### config.mk
export PLATFORM = sky130hd
export DESIGN_NAME = updn_timer
export DESIGN_NICKNAME = d
export VERILOG_FILES = /design/src/rtl/tmr_pkg.sv /design/src/rtl/tmr_sync.sv /design/src/rtl/tmr_cfg.sv /design/src/rtl/tmr_core.sv /design/src/rtl/updn_timer.sv
export SDC_FILE = /design/constraint.sdc
export NUM_CORES = 1
export LEC_CHECK = 0
export ABC_AREA = 1
export BUFFER_PORTS_ARGS = -buffer_cell sky130_fd_sc_hd__buf_2
export CORE_UTILIZATION = 50
export CTS_BUF_LIST = sky130_fd_sc_hd__clkbuf_16
export CTS_CLUSTER_SIZE = 24
export DETAILED_ROUTE_END_ITERATION = 7
export GPL_TIMING_DRIVEN = 0
export PLACE_DENSITY = 0.78
export SYNTH_ARGS = -nofsm -noshare
export SYNTH_HDL_FRONTEND = slang
export SYNTH_SLANG_ARGS = --single-unit
### constraint.sdc
create_clock -name clk -period 6.8 [get_ports clk]
set_clock_uncertainty 0.05 [all_clocks]
set_input_delay 0 -clock clk [delete_from_list [all_inputs] [get_ports clk]]
set_output_delay 0 -clock clk [all_outputs]
set_load 0.005 [all_outputs]
### src/rtl/tmr_pkg.sv
// Shared types for the up/down timer counter.
// Assumes the configuration word is 4 bits: [1:0] mode, [2] gate, [3] run-through.
package tmr_pkg;

    localparam int CFG_W = 4;

    typedef enum logic [1:0] {
        MODE_UP  = 2'b00,
        MODE_TRI = 2'b01,
        MODE_PIN = 2'b10,
        MODE_BAD = 2'b11
    } tmr_mode_e;

    typedef struct packed {
        logic      thru_zero;
        logic      gate_en;
        tmr_mode_e mode;
    } tmr_cfg_t;

endpackage

### src/rtl/tmr_sync.sv
// Multi-flop synchroniser for one asynchronous input bit.
// Assumes STAGES >= 2; the output lags the input by STAGES rising edges.
module tmr_sync #(
    parameter int STAGES = 2
) (
    input  logic clk,
    input  logic rst_n,
    input  logic d,
    output logic q
);

    logic [STAGES-1:0] sh_q;

    // Shift the raw input through the flop chain.
    always_ff @(posedge clk) begin
        if (!rst_n) sh_q <= '0;
        else        sh_q <= {sh_q[STAGES-2:0], d};
    end

    assign q = sh_q[STAGES-1];

endmodule

### src/rtl/tmr_cfg.sv
// Configuration holder for the timer counter.
// Refuses a whole write whose mode field is the forbidden code and sets a sticky error.
// Assumes writes are single-cycle strobes.
module tmr_cfg
    import tmr_pkg::*;
(
    input  logic             clk,
    input  logic             rst_n,
    input  logic             we,
    input  logic [CFG_W-1:0] wdata,
    output tmr_cfg_t         cfg,
    output logic             err
);

    localparam tmr_cfg_t CFG_RST = '{thru_zero: 1'b0, gate_en: 1'b0, mode: MODE_UP};

    tmr_cfg_t wr_cfg;
    assign wr_cfg = tmr_cfg_t'(wdata);

    // Accept legal writes, flag forbidden ones.
    always_ff @(posedge clk) begin
        if (!rst_n) begin
            cfg <= CFG_RST;
            err <= 1'b0;
        end else if (we) begin
            if (wr_cfg.mode == MODE_BAD) err <= 1'b1;
            else                         cfg <= wr_cfg;
        end
    end

endmodule

### src/rtl/tmr_core.sv
// Counter datapath: next-value and direction selection per mode, halt at zero, re-arm.
// Assumes ext_s is already synchronised and cfg is stable registered state.
module tmr_core
    import tmr_pkg::*;
#(
    parameter int CNT_W = 16
) (
    input  logic             clk,
    input  logic             rst_n,
    input  logic             tick,
    input  logic             start,
    input  logic             ext_s,
    input  tmr_cfg_t         cfg,
    input  logic [CNT_W-1:0] cmp,
    output logic [CNT_W-1:0] count,
    output logic             dir_up,
    output logic             match_p,
    output logic             zero_p,
    output logic             running,
    output logic             step
);

    localparam logic [CNT_W-1:0] ONE  = {{(CNT_W-1){1'b0}}, 1'b1};
    localparam logic [CNT_W-1:0] MAXV = '1;

    logic [CNT_W-1:0] cnt_q, nxt;
    logic             dir_q, ndir, run_q, gate_ok;

    assign gate_ok = !cfg.gate_en || ext_s;
    assign step    = run_q && tick && gate_ok;

    // Next count and direction for a tick in the current mode.
    always_comb begin
        nxt  = cnt_q;
        ndir = dir_q;
        case (cfg.mode)
            MODE_UP: begin
                ndir = 1'b1;
                nxt  = (cnt_q == cmp) ? '0 : cnt_q + ONE;
            end
            MODE_TRI: begin
                if (cmp == '0) begin
                    nxt  = '0;
                    ndir = 1'b1;
                end else if (dir_q) begin
                    if (cnt_q == MAXV) begin
                        nxt  = cnt_q - ONE;
                        ndir = 1'b0;
                    end else begin
                        nxt  = cnt_q + ONE;
                        ndir = (nxt < cmp);
                    end
                end else begin
                    if (cnt_q == '0) begin
                        nxt  = ONE;
                        ndir = (ONE < cmp);
                    end else begin
                        nxt  = cnt_q - ONE;
                        ndir = (nxt == '0);
                    end
                end
            end
            MODE_PIN: begin
                ndir = ext_s;
                nxt  = ext_s ? cnt_q + ONE : cnt_q - ONE;
            end
            default: begin
                nxt  = cnt_q;
                ndir = dir_q;
            end
        endcase
    end

    // Count, direction, run state and event pulses.
    always_ff @(posedge clk) begin
        if (!rst_n) begin
            cnt_q   <= '0;
            dir_q   <= 1'b1;
            run_q   <= 1'b0;
            match_p <= 1'b0;
            zero_p  <= 1'b0;
        end else begin
            match_p <= step && (nxt == cmp);
            zero_p  <= step && (nxt == '0);
            if (step) begin
                cnt_q <= nxt;
                dir_q <= ndir;
                if ((nxt == '0) && !cfg.thru_zero) run_q <= 1'b0;
            end else if (start && !run_q) begin
                run_q <= 1'b1;
                dir_q <= (cfg.mode == MODE_PIN) ? ext_s : 1'b1;
            end else if (cfg.mode == MODE_UP) begin
                dir_q <= 1'b1;
            end
        end
    end

    assign count   = cnt_q;
    assign running = run_q;
    assign dir_up  = (cfg.mode == MODE_PIN) ? ext_s : dir_q;

endmodule

### src/rtl/updn_timer.sv
// Top of the configurable up/down timer counter.
// Ties the pin synchroniser, the configuration holder and the counter core together.
// Assumes ext_pin is asynchronous and every other input is synchronous to clk.
module updn_timer
    import tmr_pkg::*;
#(
    parameter int CNT_W       = 16,
    parameter int SYNC_STAGES = 2
) (
    input  logic             clk,
    input  logic             rst_n,
    input  logic             tick,
    input  logic             ext_pin,
    input  logic [CNT_W-1:0] cmp_val,
    input  logic             cfg_we,
    input  logic [3:0]       cfg_wdata,
    input  logic             start,
    output logic [CNT_W-1:0] count,
    output logic             match_pulse,
    output logic             zero_pulse,
    output logic             dir_up,
    output logic             mode_err
);

    logic     ext_s;
    tmr_cfg_t cfg;
    logic     running;
    logic     step;

    tmr_sync #(.STAGES(SYNC_STAGES)) i_sync (
        .clk   (clk),
        .rst_n (rst_n),
        .d     (ext_pin),
        .q     (ext_s)
    );

    tmr_cfg i_cfg (
        .clk   (clk),
        .rst_n (rst_n),
        .we    (cfg_we),
        .wdata (cfg_wdata),
        .cfg   (cfg),
        .err   (mode_err)
    );

    tmr_core #(.CNT_W(CNT_W)) i_core (
        .clk     (clk),
        .rst_n   (rst_n),
        .tick    (tick),
        .start   (start),
        .ext_s   (ext_s),
        .cfg     (cfg),
        .cmp     (cmp_val),
        .count   (count),
        .dir_up  (dir_up),
        .match_p (match_pulse),
        .zero_p  (zero_pulse),
        .running (running),
        .step    (step)
    );

endmodule

==> results.md <==
- The wire length of the first global-routing pass is 20.9 mm.
- The die width is 89.7 um.
- After detailed routing, the average wire length per cell comes to 16.2 um.
- The leakage power is roughly 2.4 nW.
- The leading register cell type out of synthesis is dfxtp_1.
- The netlist area before placement is 3840 um2.
- In this run the worst path has a maximum fanout of 7.
- The worst endpoint required time is 6.91 ns.
- Measured against its own limit, the worst slew margin works out to 46.5%.
- The first TritonRoute pass finished after 6 iterations.
- The TritonCTS sink count is 27.
- The proportion of register bits with asynchronous set or reset after synthesis is 0%.
- The cell depth of the worst flop-to-flop path is 12.
- The via total after detailed routing is roughly 4700.
- CTS built an H-tree with a depth of 1.
- The placer congestion estimate is just under 1.
- Synthesis handed over a netlist of 696 instances.
- The root buffer cell is clkbuf_16.
- The type of element capturing the critical path is a flop.
- The number of global-route vias before repair is 4091.
- The post-DP HPWL is 11.1 mm.
- Along the worst hold path, the cell count comes to 5.
- The cell that appears most often on the critical path is a21oi_1.
- Leaving out filler cells and counting taps, the final layout contains 851.
- The run finished with clean final reports.
- Global routing used 3.56% of the available met3 tracks.
- The standard cell core area is 7330 um2.
- The critical path goes through inv_1 -> ha_1 -> ha_1 -> a21oi_1 -> o21ai_0 -> nand4_1 -> o211ai_1 -> a21oi_1 -> o21ai_0 -> nand4_1 -> a21oi_1 -> o21bai_1.
- On the critical path, the stage with the largest delay is an instance of dfxtp_1.
- In the global route stage, met2 resource usage came out at 57.1%.
- In this run, CTS created clock tree buffers numbering 3.
- The final setup violation count is 0.
- In this run the biggest area consumer among cell types represents 23.5% of the synthesized area.
- Measured against the total synthesized area, the mux share comes to 0%.
- Derived from the worst setup path, the maximum achievable clock frequency is 0.318 GHz.
- The register area share after synthesis is between 10% and 20%.
- The final clock period utilization by the worst path is 46.3%.
- The die covers 8040 um2.
- The synthesis-stage register bit count is 27.
- After Yosys synthesis, XOR and XNOR cells account for between 3 and 4% of the synthesized area.
- The share of synthesized cell area in full adder, half adder and majority cells is 7.82%.
- The number of hold buffers added after cts is 7.
- The main combinational cell family by area after synthesis is simple AND/OR/NAND/NOR gates.
- The hold violation count in the final report is 0.
- The clock passes through at most 2 buffers.
- The clock latency reported for the late side of the worst-skew pair is roughly 0.27 ns.
- The violation count after the first detailed-route iteration is 414.
- In the global route stage, overall resource usage came out at 35.1%.
- The number of inserted filler cells in the final layout is 745.
- The maximum ir drop on the vdd rail is 0.0992 mV.
- Data on the critical path arrives at its endpoint at 3.25 ns.
- Counting every net in the synthesized netlist gives 746.
- The accumulated negative setup slack is 0 ns.
- The floorplan has 31 rows.
- The pin count of the biggest net entering global routing is 17.
- The initial utilization of the core area, before any placement, comes to 52.4%.
- Using the TritonRoute via totals, the vias-per-cell ratio works out to 5.54.
- The tool flagged a number of max-cap violations equal to 0.
- Cells fill 59.3% of the core in the end.
- The number of setup buffers added after CTS is 0.
- The number of DRC violations after detailed routing is 0.
- In the final layout, the share of cells above drive strength 1 is 14.6%.
- The initial antenna violation count is 0.
- After global routing, the most crowded layer is met2.
- Sorting the synthesized cells by area gives the leading types as nand2_1 24%, dfxtp_1 14%, nand3_1 9.5%, ha_1 7.8%, inv_1 7.5%.
- The vertical extent of the die is around 90 um.
- The post-synthesis cell type with the largest combined area is nand2_1.
- Wires add up to 13.8 mm.
- At the pin with the least slew margin, the transition time is 0.799 ns.
- The largest single stage delay on the critical path is around 0.53 ns.
- Summed over all layers, the global routing overflow is 0.
- In the global route stage, met1 resource usage came out at 48.4%.
- Port buffering added 45 buffers.
- The fraction of the mapped netlist area in simple logic gates is slightly below 50%.
- In this run the worst hold path is classified as in2reg.
- After clock tree synthesis, the clock-pin slew on the worst setup and hold paths is 0.07 ns.
- TritonCTS built the clock tree.
- The complex-gate fraction of the synthesized area is 11.7%.
- The critical path is of the reg2reg type.
- The final critical-path required period is 3.15 ns.
- Setup repair after global routing left no endpoint under its margin.
- The number of cells upsized or downsized after cts is 0.
- The antenna violation net count after detailed routing is 0.
- Counting tap cells, the placed design contains a total of 840 instances.
- The number of pins with negative max-slew slack in the final report is 0.
- A synthesized cell averages 5.52 um2.
- The number of distinct library cells after synthesis is 37.
- The antenna diode count is 0.
- The I/O pin count is 46.
- The power per unit of standard cell area is 140 nW/um2.
- From synthesis to final layout, the design area changed by 13.1%.
- The count of yosys warnings during synthesis is 0.
- The net count of the finished layout is 803.
- The number of synthesized flops with an enable pin is 0.
- The worst setup path is launched from a flop.
## area by class of cell
type / instances / area (um2) / share of cell area (%)
multi-input combinational: 554 / 2760 / 63.5
timing repair buffer: 52 / 295 / 6.80
tap: 99 / 124 / 2.85
inverter: 90 / 338 / 7.78
sequential: 27 / 541 / 12.4
clock inverter: 1 / 7.51 / 0.173
clock buffer: 3 / 75.1 / 1.73
buffer: 25 / 204 / 4.69
## per-layer routing
metal | vias up | share of wire [%]
met5 | - | 0
li1 | 2325 | -
met2 | 222 | 44
met1 | 2131 | 44
met4 | 0 | 3.4
met3 | 34 | 8.6
## registers in the layout, summed over array words and instances, names as in the netlist
name	count
i_cfg.cfg	4
i_core.dir_q	1
i_core.count	16
i_core.zero_p	1
i_cfg.err	1
i_core.running	1
i_core.match_p	1
i_sync.sh_q	2
## per-stage QoR
step | power [W] | worst slack, ns | instance area (um2) | hold WS, ns
2_1_floorplan | 0.000374 | 4.50 | 3840 | 0.0476
3_3_place_gp | 0.000456 | 3.77 | 4190 | 0.133
3_5_place_dp | 0.000458 | 3.77 | 4190 | 0.139
4_1_cts | 0.000600 | 3.79 | 4340 | 0.0434
5_1_grt | 0.000644 | 3.69 | 4340 | 0.0805
6_report | 0.000608 | 3.65 | 4340 | 0.0439
## power by group
part	internal (W)	switching (W)
Sequential	0.000165	0.00000650
Clock	0.0000801	0.0000594
Combinational	0.0000969	0.000200
Total	0.000342	0.000266
## cells by family after synthesis
family | after synthesis
simple gates | 434
buf+inv | 115
compound gates | 79
flops | 27
fa+ha+maj | 24
xor+xnor | 17
## critical path: cells and delay by family (launching register included)
| kind | cells | cell delay, ns |
|---|---|---|
| and+or+nand+nor | 2 | 0.30 |
| DFF | 1 | 0.53 |
| AOI/OAI and AO/OA | 7 | 1.22 |
| buffers and inverters | 1 | 0.24 |
| adders and majority gates | 2 | 0.70 |
## cells in the mapped netlist (5+ instances only)
cell type	instances
nor2_2	6
clkbuf_1	6
nor2_1	75
nand2_2	11
ha_1	24
a21oi_1	19
nand4_1	12
nand3_1	73
dfxtp_1	27
buf_6	5
nor3_1	5
inv_2	13
buf_4	8
inv_1	77
o21ai_0	39
xor2_1	15
nand2_1	241
## path summary, 6_finish.rpt
kind / from / endpoint / slack, ns
worst max-delay path: i_core.count[0]$_SDFFE_PN0P_ / i_core.dir_q$_SDFFE_PN1P_ / 3.65
worst min-delay path: start / i_core.running$_SDFFE_PN0P_ / 0.04
worst max register to register: i_core.count[0]$_SDFFE_PN0P_ / i_core.dir_q$_SDFFE_PN1P_ / 3.65
worst min register to register: i_sync.sh_q[0]$_SDFF_PN0_ / i_sync.sh_q[1]$_SDFF_PN0_ / 0.37
## cell usage in the layout, fill, tap and decap left out, drive strengths merged
master | netlist | final
nand2 | 255 | 255
o21bai | 1 | 1
xnor2 | 2 | 2
clkinvlp | 0 | 1
a211oi | 2 | 2
o22ai | 2 | 2
nand4 | 12 | 12
buf | 15 | 60
nand3 | 74 | 74
a31oi | 2 | 2
nor2 | 84 | 84
o21a | 1 | 1
clkbuf | 10 | 13
a21oi | 21 | 21
nand3b | 2 | 2
inv | 90 | 90
xor2 | 15 | 15
dlygate4sd3 | 0 | 7
o31ai | 2 | 2
nand2b | 1 | 1
ha | 24 | 24
o21ai | 43 | 43
o211ai | 4 | 4
nor3 | 5 | 5
dfxtp | 27 | 27
and2 | 1 | 1
a22o | 1 | 1
Note: power is estimated with default switching activity, not from simulation.
